### src/rtl/psu_guard_pkg.sv
package psu_guard_pkg;
  typedef enum logic [2:0] {
    FC_NONE   = 3'd0,
    FC_UVLO   = 3'd1,
    FC_DIS    = 3'd2,
    FC_OLP    = 3'd3,
    FC_OVP    = 3'd4,
    FC_OTP    = 3'd5,
    FC_CSOPEN = 3'd6,
    FC_SSHORT = 3'd7
  } fault_e;

  typedef enum logic [2:0] {
    ST_LOCK   = 3'd0,
    ST_RUN    = 3'd1,
    ST_PAUSE  = 3'd2,
    ST_HICCUP = 3'd3,
    ST_OFF    = 3'd4
  } state_e;
endpackage

### src/rtl/psu_guard_persist.sv
// Counts consecutive clocks of a level; fires on the LIMIT-th one.
module psu_guard_persist #(
  parameter int LIMIT = 20
) (
  input  logic clk,
  input  logic rst,
  input  logic clr,
  input  logic level,
  output logic trip
);
  localparam int CW = $clog2(LIMIT + 1);
  logic [CW-1:0] cnt;

  always_ff @(posedge clk) begin
    if (rst || clr || !level) cnt <= '0;
    else if (cnt != CW'(LIMIT - 1)) cnt <= cnt + 1'b1;
  end

  assign trip = level && !clr && (cnt == CW'(LIMIT - 1));

  // the window counter never passes its limit
  assert_persist_bound_R6: assert property (@(posedge clk) disable iff (rst)
    cnt <= CW'(LIMIT - 1));
endmodule

### src/rtl/psu_guard_streak.sv
// Counts consecutive cycle-end strobes with a flag set.
module psu_guard_streak #(
  parameter int COUNT = 4
) (
  input  logic clk,
  input  logic rst,
  input  logic clr,
  input  logic strobe,
  input  logic flag,
  output logic trip
);
  localparam int CW = $clog2(COUNT + 1);
  logic [CW-1:0] cnt;

  always_ff @(posedge clk) begin
    if (rst || clr) cnt <= '0;
    else if (strobe) begin
      if (!flag) cnt <= '0;
      else if (cnt != CW'(COUNT - 1)) cnt <= cnt + 1'b1;
    end
  end

  assign trip = !clr && strobe && flag && (cnt == CW'(COUNT - 1));

  // a strobe without the flag always restarts the streak
  assert_streak_reset_R8: assert property (@(posedge clk) disable iff (rst)
    (strobe && !flag && !clr) |=> (cnt == '0));
endmodule

### src/rtl/psu_guard.sv
module psu_guard
  import psu_guard_pkg::*;
#(
  parameter int DEGLITCH_CYC = 20,
  parameter int OLP_CYC      = 56000,
  parameter int HICCUP_CYC   = 4 * 56000,
  parameter int RETRY_CYC    = 1000,
  parameter int FAST_N       = 4
) (
  input  logic       clk,
  input  logic       rst,
  input  logic       vdd_on_i,
  input  logic       vdd_off_i,
  input  logic       vdd_ovp_i,
  input  logic       en_i,
  input  logic       hot_i,
  input  logic       cool_i,
  input  logic       cyc_end_i,
  input  logic       ilim_i,
  input  logic       cs_open_i,
  input  logic       sec_short_i,
  output logic       sw_permit_o,
  output logic       pull_low_o,
  output logic [2:0] fault_o
);
  localparam int HMAX = (HICCUP_CYC > RETRY_CYC) ? HICCUP_CYC : RETRY_CYC;
  localparam int HW   = $clog2(HMAX + 1);

  state_e state_q, state_d;
  fault_e code_q, code_d;
  logic [HW-1:0] hic_q, hic_d;
  logic running, hit_q, clean_cyc;
  logic dis_trip, ovp_trip, olp_trip;
  logic [1:0] fast_flag, fast_trip;

  assign running = (state_q == ST_RUN);

  // current-limit seen in the cycle under way
  always_ff @(posedge clk) begin
    if (rst || !running || cyc_end_i) hit_q <= 1'b0;
    else if (ilim_i) hit_q <= 1'b1;
  end
  assign clean_cyc = cyc_end_i && !hit_q && !ilim_i;

  psu_guard_persist #(.LIMIT(DEGLITCH_CYC)) u_dis (
    .clk(clk), .rst(rst), .clr(state_q == ST_OFF), .level(!en_i), .trip(dis_trip));

  psu_guard_persist #(.LIMIT(DEGLITCH_CYC)) u_ovp (
    .clk(clk), .rst(rst), .clr(!running), .level(vdd_ovp_i), .trip(ovp_trip));

  psu_guard_persist #(.LIMIT(OLP_CYC)) u_olp (
    .clk(clk), .rst(rst), .clr(!running || clean_cyc), .level(1'b1), .trip(olp_trip));

  assign fast_flag = {sec_short_i, cs_open_i};

  for (genvar g = 0; g < 2; g++) begin : g_fast
    psu_guard_streak #(.COUNT(FAST_N)) u_streak (
      .clk(clk), .rst(rst), .clr(!running), .strobe(cyc_end_i),
      .flag(fast_flag[g]), .trip(fast_trip[g]));
  end

  always_comb begin
    state_d = state_q;
    code_d  = code_q;
    hic_d   = hic_q;
    if (dis_trip) begin
      state_d = ST_OFF;
      code_d  = FC_DIS;
    end else begin
      unique case (state_q)
        ST_LOCK: if (vdd_on_i) begin
          state_d = ST_RUN;
          code_d  = FC_NONE;
        end
        ST_RUN: begin
          if (vdd_off_i) begin
            state_d = ST_LOCK;
            code_d  = FC_UVLO;
          end else if (ovp_trip) begin
            state_d = ST_HICCUP;
            code_d  = FC_OVP;
            hic_d   = HW'(RETRY_CYC - 1);
          end else if (fast_trip[1]) begin
            state_d = ST_HICCUP;
            code_d  = FC_SSHORT;
            hic_d   = HW'(RETRY_CYC - 1);
          end else if (fast_trip[0]) begin
            state_d = ST_HICCUP;
            code_d  = FC_CSOPEN;
            hic_d   = HW'(RETRY_CYC - 1);
          end else if (olp_trip) begin
            state_d = ST_HICCUP;
            code_d  = FC_OLP;
            hic_d   = HW'(HICCUP_CYC - 1);
          end else if (hot_i) begin
            state_d = ST_PAUSE;
            code_d  = FC_OTP;
          end
        end
        ST_PAUSE: begin
          if (vdd_off_i) begin
            state_d = ST_LOCK;
            code_d  = FC_UVLO;
          end else if (cool_i) begin
            state_d = ST_RUN;
            code_d  = FC_NONE;
          end
        end
        ST_HICCUP: begin
          if (hic_q == '0) begin
            state_d = ST_LOCK;
            code_d  = FC_UVLO;
          end else begin
            hic_d = hic_q - 1'b1;
          end
        end
        ST_OFF: if (en_i) begin
          state_d = ST_LOCK;
          code_d  = FC_UVLO;
        end
        default: begin
          state_d = ST_LOCK;
          code_d  = FC_UVLO;
        end
      endcase
    end
  end

  always_ff @(posedge clk) begin
    if (rst) begin
      state_q     <= ST_LOCK;
      code_q      <= FC_UVLO;
      hic_q       <= '0;
      sw_permit_o <= 1'b0;
      pull_low_o  <= 1'b1;
    end else begin
      state_q     <= state_d;
      code_q      <= code_d;
      hic_q       <= hic_d;
      sw_permit_o <= (state_d == ST_RUN);
      pull_low_o  <= (state_d == ST_LOCK) || (state_d == ST_OFF);
    end
  end

  assign fault_o = code_q;

  // switching starts only from turn-on (lockout) or cool (pause)
  assert_start_R1: assert property (@(posedge clk) disable iff (rst)
    $rose(sw_permit_o) |-> ($past(vdd_on_i) || $past(cool_i)));

  // turn-off stops switching on the next clock
  assert_uvlo_R2: assert property (@(posedge clk) disable iff (rst)
    (sw_permit_o && vdd_off_i) |=> !sw_permit_o);

  // hot while running stops switching on the next clock
  assert_otp_R7: assert property (@(posedge clk) disable iff (rst)
    (sw_permit_o && hot_i) |=> !sw_permit_o);

  // permit and pull-low never together
  assert_pull_excl_R11: assert property (@(posedge clk) disable iff (rst)
    !(sw_permit_o && pull_low_o));

  // a stopped block always reports a reason
  assert_code_R10: assert property (@(posedge clk) disable iff (rst)
    !sw_permit_o |-> (fault_o != 3'd0));
endmodule

### config.mk
export PLATFORM = sky130hd
export DESIGN_NAME = psu_guard
export DESIGN_NICKNAME = d
export VERILOG_FILES = /design/src/rtl/psu_guard_pkg.sv /design/src/rtl/psu_guard_persist.sv /design/src/rtl/psu_guard_streak.sv /design/src/rtl/psu_guard.sv
export SDC_FILE = /design/constraint.sdc
export NUM_CORES = 1
export LEC_CHECK = 0
export BUFFER_PORTS_ARGS = -buffer_cell sky130_fd_sc_hd__buf_2
export CAP_MARGIN = 30
export CORE_MARGIN = 4
export CORE_UTILIZATION = 35
export DETAILED_ROUTE_END_ITERATION = 8
export PLACE_DENSITY = 0.6
export SYNTH_ARGS = -nofsm -noshare
export SYNTH_HDL_FRONTEND = slang
export SYNTH_SLANG_ARGS = --single-unit
### constraint.sdc
create_clock -name clk -period 2.8 [get_ports clk]
set_input_delay 0.28 -clock clk [delete_from_list [all_inputs] [get_ports clk]]
set_output_delay 0.28 -clock clk [all_outputs]
set_load 0.02 [all_outputs]
==> results of run 1 <==
[stage by stage]
| step | setup slack [ns] | power (uW) |
|---|---|---|
| 2_1_floorplan | 0.6847 | 966.6 |
| 3_3_place_gp | 0.3348 | 1006 |
| 3_5_place_dp | 0.3032 | 1006 |
| 4_1_cts | 0.2916 | 1737 |
| 5_1_grt | 0.02172 | 1790 |
| 6_report | 0.2446 | 1714 |
[Yosys cell counts, types with 3 or more instances]
cell type	n	share of area, %
o21ai_0	31	4.9
a211oi_1	3	0.71
o21a_1	3	0.71
ha_1	8	3.2
nand2_1	22	2.6
a31oi_1	3	0.59
xnor2_1	6	1.7
inv_1	8	0.95
and4bb_2	3	1.2
mux2i_1	5	1.6
a21oi_1	25	3.9
nand3_1	14	2.2
nand4b_1	3	0.83
dfxtp_1	59	37
xor2_1	19	5.2
nand4_1	6	1.2
and4_1	4	1.1
and3_1	7	1.4
nor2_1	54	6.4
nor4_1	3	0.59
clkbuf_1	6	0.71
or3_1	5	0.99
nor3_1	16	2.5
nor3b_1	3	0.71
and2_1	3	0.59
[layout make-up]
type / instances / share of cell area [%]
clock buffer: 10 / 3.916
sequential: 59 / 33.61
inverter: 9 / 0.9612
timing repair buffer: 21 / 3.346
clock inverter: 6 / 1.353
tap: 108 / 3.845
multi-input combinational: 290 / 52.97
[kinds of logic after synthesis]
group	Yosys count
AND/OR/NAND/NOR	171
AO/OA/AOI/OAI	81
flip-flops	59
XOR/XNOR	25
buffers and inverters	23
adder cells (fa/ha/maj)	8
multiplexers	5
[path summary, 6_finish.rpt]
| path | to | slack [ns] | cells after the start |
|---|---|---|---|
| setup reg to reg | hic_q[12] | 0.24 | 6 |
| hold reg to reg | g_fast[1].u_streak.cnt[1] | 0.46 | 2 |
| hold / removal | state_q[2] | 0.17 | 2 |
| setup / recovery | hic_q[12] | 0.24 | 6 |
[sequential cells by signal (all words and copies together), names as in the netlist]
| signal | count |
|---|---|
| u_olp.cnt | 16 |
| fault_o | 3 |
| hic_q | 18 |
| pull_low_o | 1 |
| u_ovp.cnt | 5 |
| u_dis.cnt | 5 |
| sw_permit_o | 1 |
| g_fast.u_streak.cnt | 6 |
| hit_q | 1 |
| state_q | 3 |
[power groups by stage]
stage / clock network [uW] / registers, uW / logic [uW]
finish: 727 / 863 / 124
global route: 789 / 864 / 137
CTS: 750 / 863 / 124
detailed placement: 0 / 883 / 123
global placement: 0 / 882 / 124
floorplan: 0 / 882 / 84.8
[routing by layer]
layer | wire, um | share of wire (%)
met5 | 0 | 0
met4 | 47 | 0.65
met3 | 453 | 6.3
met2 | 3376 | 47
met1 | 3366 | 46
[critical path, stage by stage, from the launching register on]
cell and delay, ns:
dfxtp_1 0.54, and2b_1 0.33, o21ai_0 0.19, a311oi_2 0.65, nand2_4 0.20, or3_1 0.36, a211oi_2 0.21
==> summary.md, run 1 <==
| Metric | Value |
|---|---|
| Avg WL per Cell | `14.40 um` |
| Fmax achieved | `391.3 MHz` |
| Dpl hpwl | `5195 um` |
| Switching fraction of total power | `27.00%` |
| Internal cell power | `1251 uW` |
| Final std cells w/o fill | `about 500` |
| Post-CTS Resized | `0` |
| Final Max Slew Viols | `0` |
| Synth unique cells | `65` |
| Simple-Gate Fraction of Synth Area | `between 30% and 40%` |
| Post-DRT Antenna Nets | `0` |
| Compound-Gate Fraction of Synth Area | `15.82%` |
| Hold Crit Class | `input pin to register` |
| Final hold viol count | `0` |
| Comb power frac | `7.2%` |
| Nets | `410` |
| Area growth, synth to finish | `10.81%` |
| Vias in the first global route | `about 2,500` |
| Slew of the pin with the lowest slew margin | `0.6754 ns` |
| Iteration-0 DRC Markers | `190` |
| Reg area | `about 1200 um^2` |
| Chip height | `103.2 um` |
| H-tree Lvls | `3` |
| GPL Wtd Cong | `around 0.92` |
| Skew final | `0.01233 ns` |
| Starting Density | `36.19%` |
| Avg Cell Area, Syn | `about 8.5 um^2` |
| I/O pin count | `17` |
| Crit path kind | `register to register` |
| Final setup viols | `0` |
| Die ar. | `roughly 11,000 um^2` |
| Sequential share of power | `50.3%` |
| Multiplexer share of the synthesized area | `1.578%` |
| Largest net degree at the start of global routing | `25` |
| Arrival time at the worst endpoint | `between 2 and 3 ns` |
| Placement Cell Area | `3329 um^2` |
| XOR/XNOR Fraction of Synth Area | `6.903%` |
| Synth Warn # | `0` |
| Clock Path Buffers | `2` |
| DRT Pass-1 Iters | `5` |
| Ys flop type | `dfxtp_1` |
| Die W | `103.2 um` |
| Clk_lat worst skew | `0.34 ns` |
| Filler instances | `around 900` |
| Drt via density | `5.467` |
| Post-synth EDFFs | `0` |
| Rows | `34` |
| # diodes | `0` |
| Final core occ | `approximately 40%` |
| Core area | `8763 um^2` |
| Share of cells above drive strength 1 | `between 10% and 20%` |
| Adder-Cell Fraction of Synth Area | `between 3 and 4%` |
| Setup_tns | `0 ns` |
| Critical path endpoint category | `register` |
| Most frequent cells in the layout | `dfxtp_1, nor2_1, o21ai_0` |
| Most common cell after layout, fill and taps aside | `dfxtp_1` |
| Synthesized instance count | `roughly 370` |
| Layer with the highest usage | `met2` |
| Run status | `finished, final reports clean` |
| Clk network pwr share | `42.4%` |
| Detailed Route WL | `just over 7000 um` |
| Clock root buffer | `clkbuf_8` |
| First-pass GRT wire length | `~12,000 um` |
| R2r startpoint | `state_q[0]` |
| Largest family of logic cells by synthesized area | `simple AND/OR/NAND/NOR gates` |
| Met2 global-route usage | `23.19%` |
| Startpoint types | `register` |
| Power Density | `487.6 nW/um^2` |
| Clock Sinks | `59` |
| Max Cap Viol | `0` |
| Synth Register Bits | `59` |
| Synth Cell Area | `3172 um^2` |
| Met1 usage | `19.36%` |
| Dpl cells | `487` |
| CTS tree | `done` |
| Fin crit period | `2.555 ns` |
| Hold Crit Start | `en_i` |
| Fraction of registers with async set/reset | `0%` |
| Total global-route track usage | `14.51%` |
| Initial antenna violation count | `0` |
| Final Cell Area | `3515 um^2` |
| Leakage | `0.001319 uW` |
| Worst VDD drop | `0.2598 mV` |
| GR met3 Demand/Resource | `about 4.8%` |
| Clock Pin Slew Worst Setup and Hold Paths | `0.07 ns` |
| Seq/Total Area, Yosys | `a little under two fifths` |
| DR vias | `2,750` |
| Critical Path RT | `3.06 ns` |
| Gr ovfl total | `0` |
| CP startpoint | `state_q[0]` |
| Fin crit share | `approximately nine tenths` |
| Final Hold Slack | `around 0.17 ns` |
| CTS buffer count | `9` |
| Worst-path fanout max | `13` |
| RSZ-0062 raised after global routing | `false` |
| Post-synthesis net count | `a little under 400` |
| Multi-input gate area | `1862 um^2` |
| Postcts setup bufs | `0` |
| Relative slew slack | `54.97%` |
| Input/output buffers | `16` |
| Post-CTS Hold Buffers | `0` |
| Drt drc | `0` |
| Sw power | `between 400 and 500 uW` |
Note: power is estimated with default switching activity, not from simulation.
==> run 2: changes to the inputs <==
--- a/config.mk
+++ b/config.mk
@@ -11,6 +11,7 @@
 export CORE_UTILIZATION = 35
 export DETAILED_ROUTE_END_ITERATION = 8
 export PLACE_DENSITY = 0.6
+export REMOVE_ABC_BUFFERS = 1
 export SYNTH_ARGS = -nofsm -noshare
 export SYNTH_HDL_FRONTEND = slang
 export SYNTH_SLANG_ARGS = --single-unit
==> run 2 against run 1 <==
Sequential power barely moved. Non-clock buffer count rose by 2. Die area did not move. Maximum frequency rose by 4.9%. Clock power rose by 22%. Critical path depth rose by 1. Count of clock-buffer cells in the layout rose by 2. Final cell count rose by 0.40%. Core utilization rose by 0.66 points. Register-to-register slack improved by 0.12 ns. Total power rose by 9.4%. Highest routed layer unchanged.
==> summary.md, run 2 (synthesis results as in run 1) <==
| Metric | Value |
|---|---|
| Gr ovfl total | `0` |
| Skew final | `roughly 0.0097 ns` |
| DR vias | `2,753` |
| Share of cells above drive strength 1 | `15.37%` |
| Avg WL per Cell | `about 14 um` |
| Worst VDD drop | `0.2912 mV` |
| Clk network pwr share | `around 47%` |
| Post-CTS Hold Buffers | `0` |
| # diodes | `0` |
| RR Endpoint | `hic_q[12]` |
| FF-to-FF path depth | `7` |
| Switching fraction of total power | `22.76%` |
| Run status | `finished, final reports clean` |
| Clock Pin Slew Worst Setup and Hold Paths | `about 0.07 ns` |
| Max Cap Viol | `0` |
| Leakage | `between 0.001 and 0.0015 uW` |
| Critical Path RT | `3.05 ns` |
| Largest register by flop count | `hic_q` |
| Rows | `34` |
| Largest net degree at the start of global routing | `25` |
| Postcts setup bufs | `0` |
| Final hold viol count | `0` |
| Dpl cells | `489` |
| Post-CTS Resized | `0` |
| Drt via density | `approximately 5.5` |
| DRT Pass-1 Iters | `4` |
| Area growth, synth to finish | `12.62%` |
| Chip height | `103.2 um` |
| Most common cell after layout, fill and taps aside | `dfxtp_1` |
| Post-DRT Antenna Nets | `0` |
| Sw power | `426.5 uW` |
| Largest regs | `hic_q (18), u_olp.cnt (16), g_fast.u_streak.cnt (6)` |
| Hold Path Cell Cnt | `2` |
| Initial antenna violation count | `0` |
| R2r startpoint | `u_ovp.cnt[0]` |
| Total global-route track usage | `14.70%` |
| Drt drc | `0` |
| Vias in the first global route | `between 2,000 and 3,000` |
| FF-to-FF setup slack | `between 0.3 and 0.4 ns` |
| Die W | `103.2 um` |
| Starting Density | `36.19%` |
| Comb power frac | `6.7%` |
| Startpoint types | `register` |
| Critical path endpoint category | `register` |
| GPL Wtd Cong | `~0.83` |
| First-pass GRT wire length | `12,370 um` |
| CTS tree | `done` |
| Hold EP | `state_q[2]` |
| Crit path kind | `register to register` |
| Slew of the pin with the lowest slew margin | `0.6420 ns` |
| Die ar. | `~11,000 um^2` |
| Setup_tns | `0 ns` |
| Dpl hpwl | `approximately 5200 um` |
| Fin crit share | `86.99%` |
| Arrival time at the worst endpoint | `roughly 2.7 ns` |
| Clock root buffer | `clkbuf_8` |
| Power Density | `about 520 nW/um^2` |
| Relative slew slack | `56.81%` |
| Final Hold Slack | `0.1545 ns` |
| Clk_lat worst skew | `0.34 ns` |
| Final setup viols | `0` |
| H-tree Lvls | `3` |
| Clock Path Buffers | `2` |
| Fin crit period | `between 2 and 2.5 ns` |
| Hold Crit Class | `input pin to register` |
| Sequential share of power | `46.0%` |
| Internal cell power | `around 1400 uW` |
| Iteration-0 DRC Markers | `130` |
| Core area | `approximately 9000 um^2` |
| I/O pin count | `17` |
| Max reg flops | `18` |
| Filler instances | `902` |
| Most frequent cells in the layout | `dfxtp_1, nor2_1, o21ai_0` |
| Worst-path fanout max | `12` |
| Final std cells w/o fill | `505` |
| Detailed Route WL | `7218 um` |
| Nets | `412` |
| CTS buffer count | `9` |
| RSZ-0062 raised after global routing | `false` |
| Final Max Slew Viols | `0` |
| Fmax achieved | `410.6 MHz` |
| Input/output buffers | `16` |
| Hold Crit Start | `en_i` |
| Clock Sinks | `59` |
-- run 2: area by class of cell --
cell class / instances / area [um^2] / area share [%]
flip-flops and latches: 59 / 1181 / 33.06
clock inverters: 4 / 72.57 / 2.032
inverters: 9 / 33.78 / 0.9457
well taps: 108 / 135.1 / 3.783
multi-input cells: 290 / 1862 / 52.12
repair buffers: 23 / 132.6 / 3.713
clock buffers: 12 / 155.1 / 4.343
-- run 2: power groups by stage --
stage,clock (uW),combinational [uW],sequential (uW)
3_5_place_dp,0,125,880
6_report,886,126,861
4_1_cts,908,126,861
2_1_floorplan,0,74.0,884
5_1_grt,951,140,863
3_3_place_gp,0,126,879
-- run 2: worst max-delay path, cell delays in order, from the launching register on --
cell	delay (ns)
dfxtp_1	0.36
ha_1	0.21
nor4bb_1	0.58
a22oi_1	0.27
o211ai_4	0.20
nand2_4	0.15
or3_1	0.36
a211oi_2	0.21
-- run 2: layer usage --
layer / vias to the layer above / part of all wire, % / routed length [um] / global-route usage, %
li1: 1386 / - / - / -
met1: 1306 / 48 / 3492 / 19.10
met2: 52 / 47 / 3370 / 23.29
met3: 9 / 3.3 / 240 / 3.957
met4: 0 / 1.6 / 115 / 5.677
met5: - / 0 / 0 / 0
-- run 2: through the flow --
| stage | setup slack [ns] | power [uW] | area [um^2] | util [%] |
|---|---|---|---|---|
| after global routing | 0.1232 | 1954 | 3572 | 40.76 |
| after detailed placement | 0.4121 | 1005 | 3344 | 38.16 |
| final | 0.3644 | 1874 | 3572 | 40.76 |
| after CTS | 0.3565 | 1896 | 3572 | 40.76 |
| after global placement | 0.4599 | 1005 | 3344 | 38.16 |
| after floorplan | 0.3673 | 957.8 | 3077 | - |
-- run 2: how the worst max path moves through the flow --
stage / startpoint / endpoint / depth (start not counted)
after floorplan: u_ovp.cnt[0] / fault_o[2] / 7
after global placement: u_ovp.cnt[0] / fault_o[2] / 7
after detailed placement: u_ovp.cnt[0] / hic_q[12] / 7
after CTS: u_ovp.cnt[0] / hic_q[12] / 7
after global routing: u_ovp.cnt[1] / hic_q[0] / 7
final: u_ovp.cnt[0] / hic_q[12] / 7
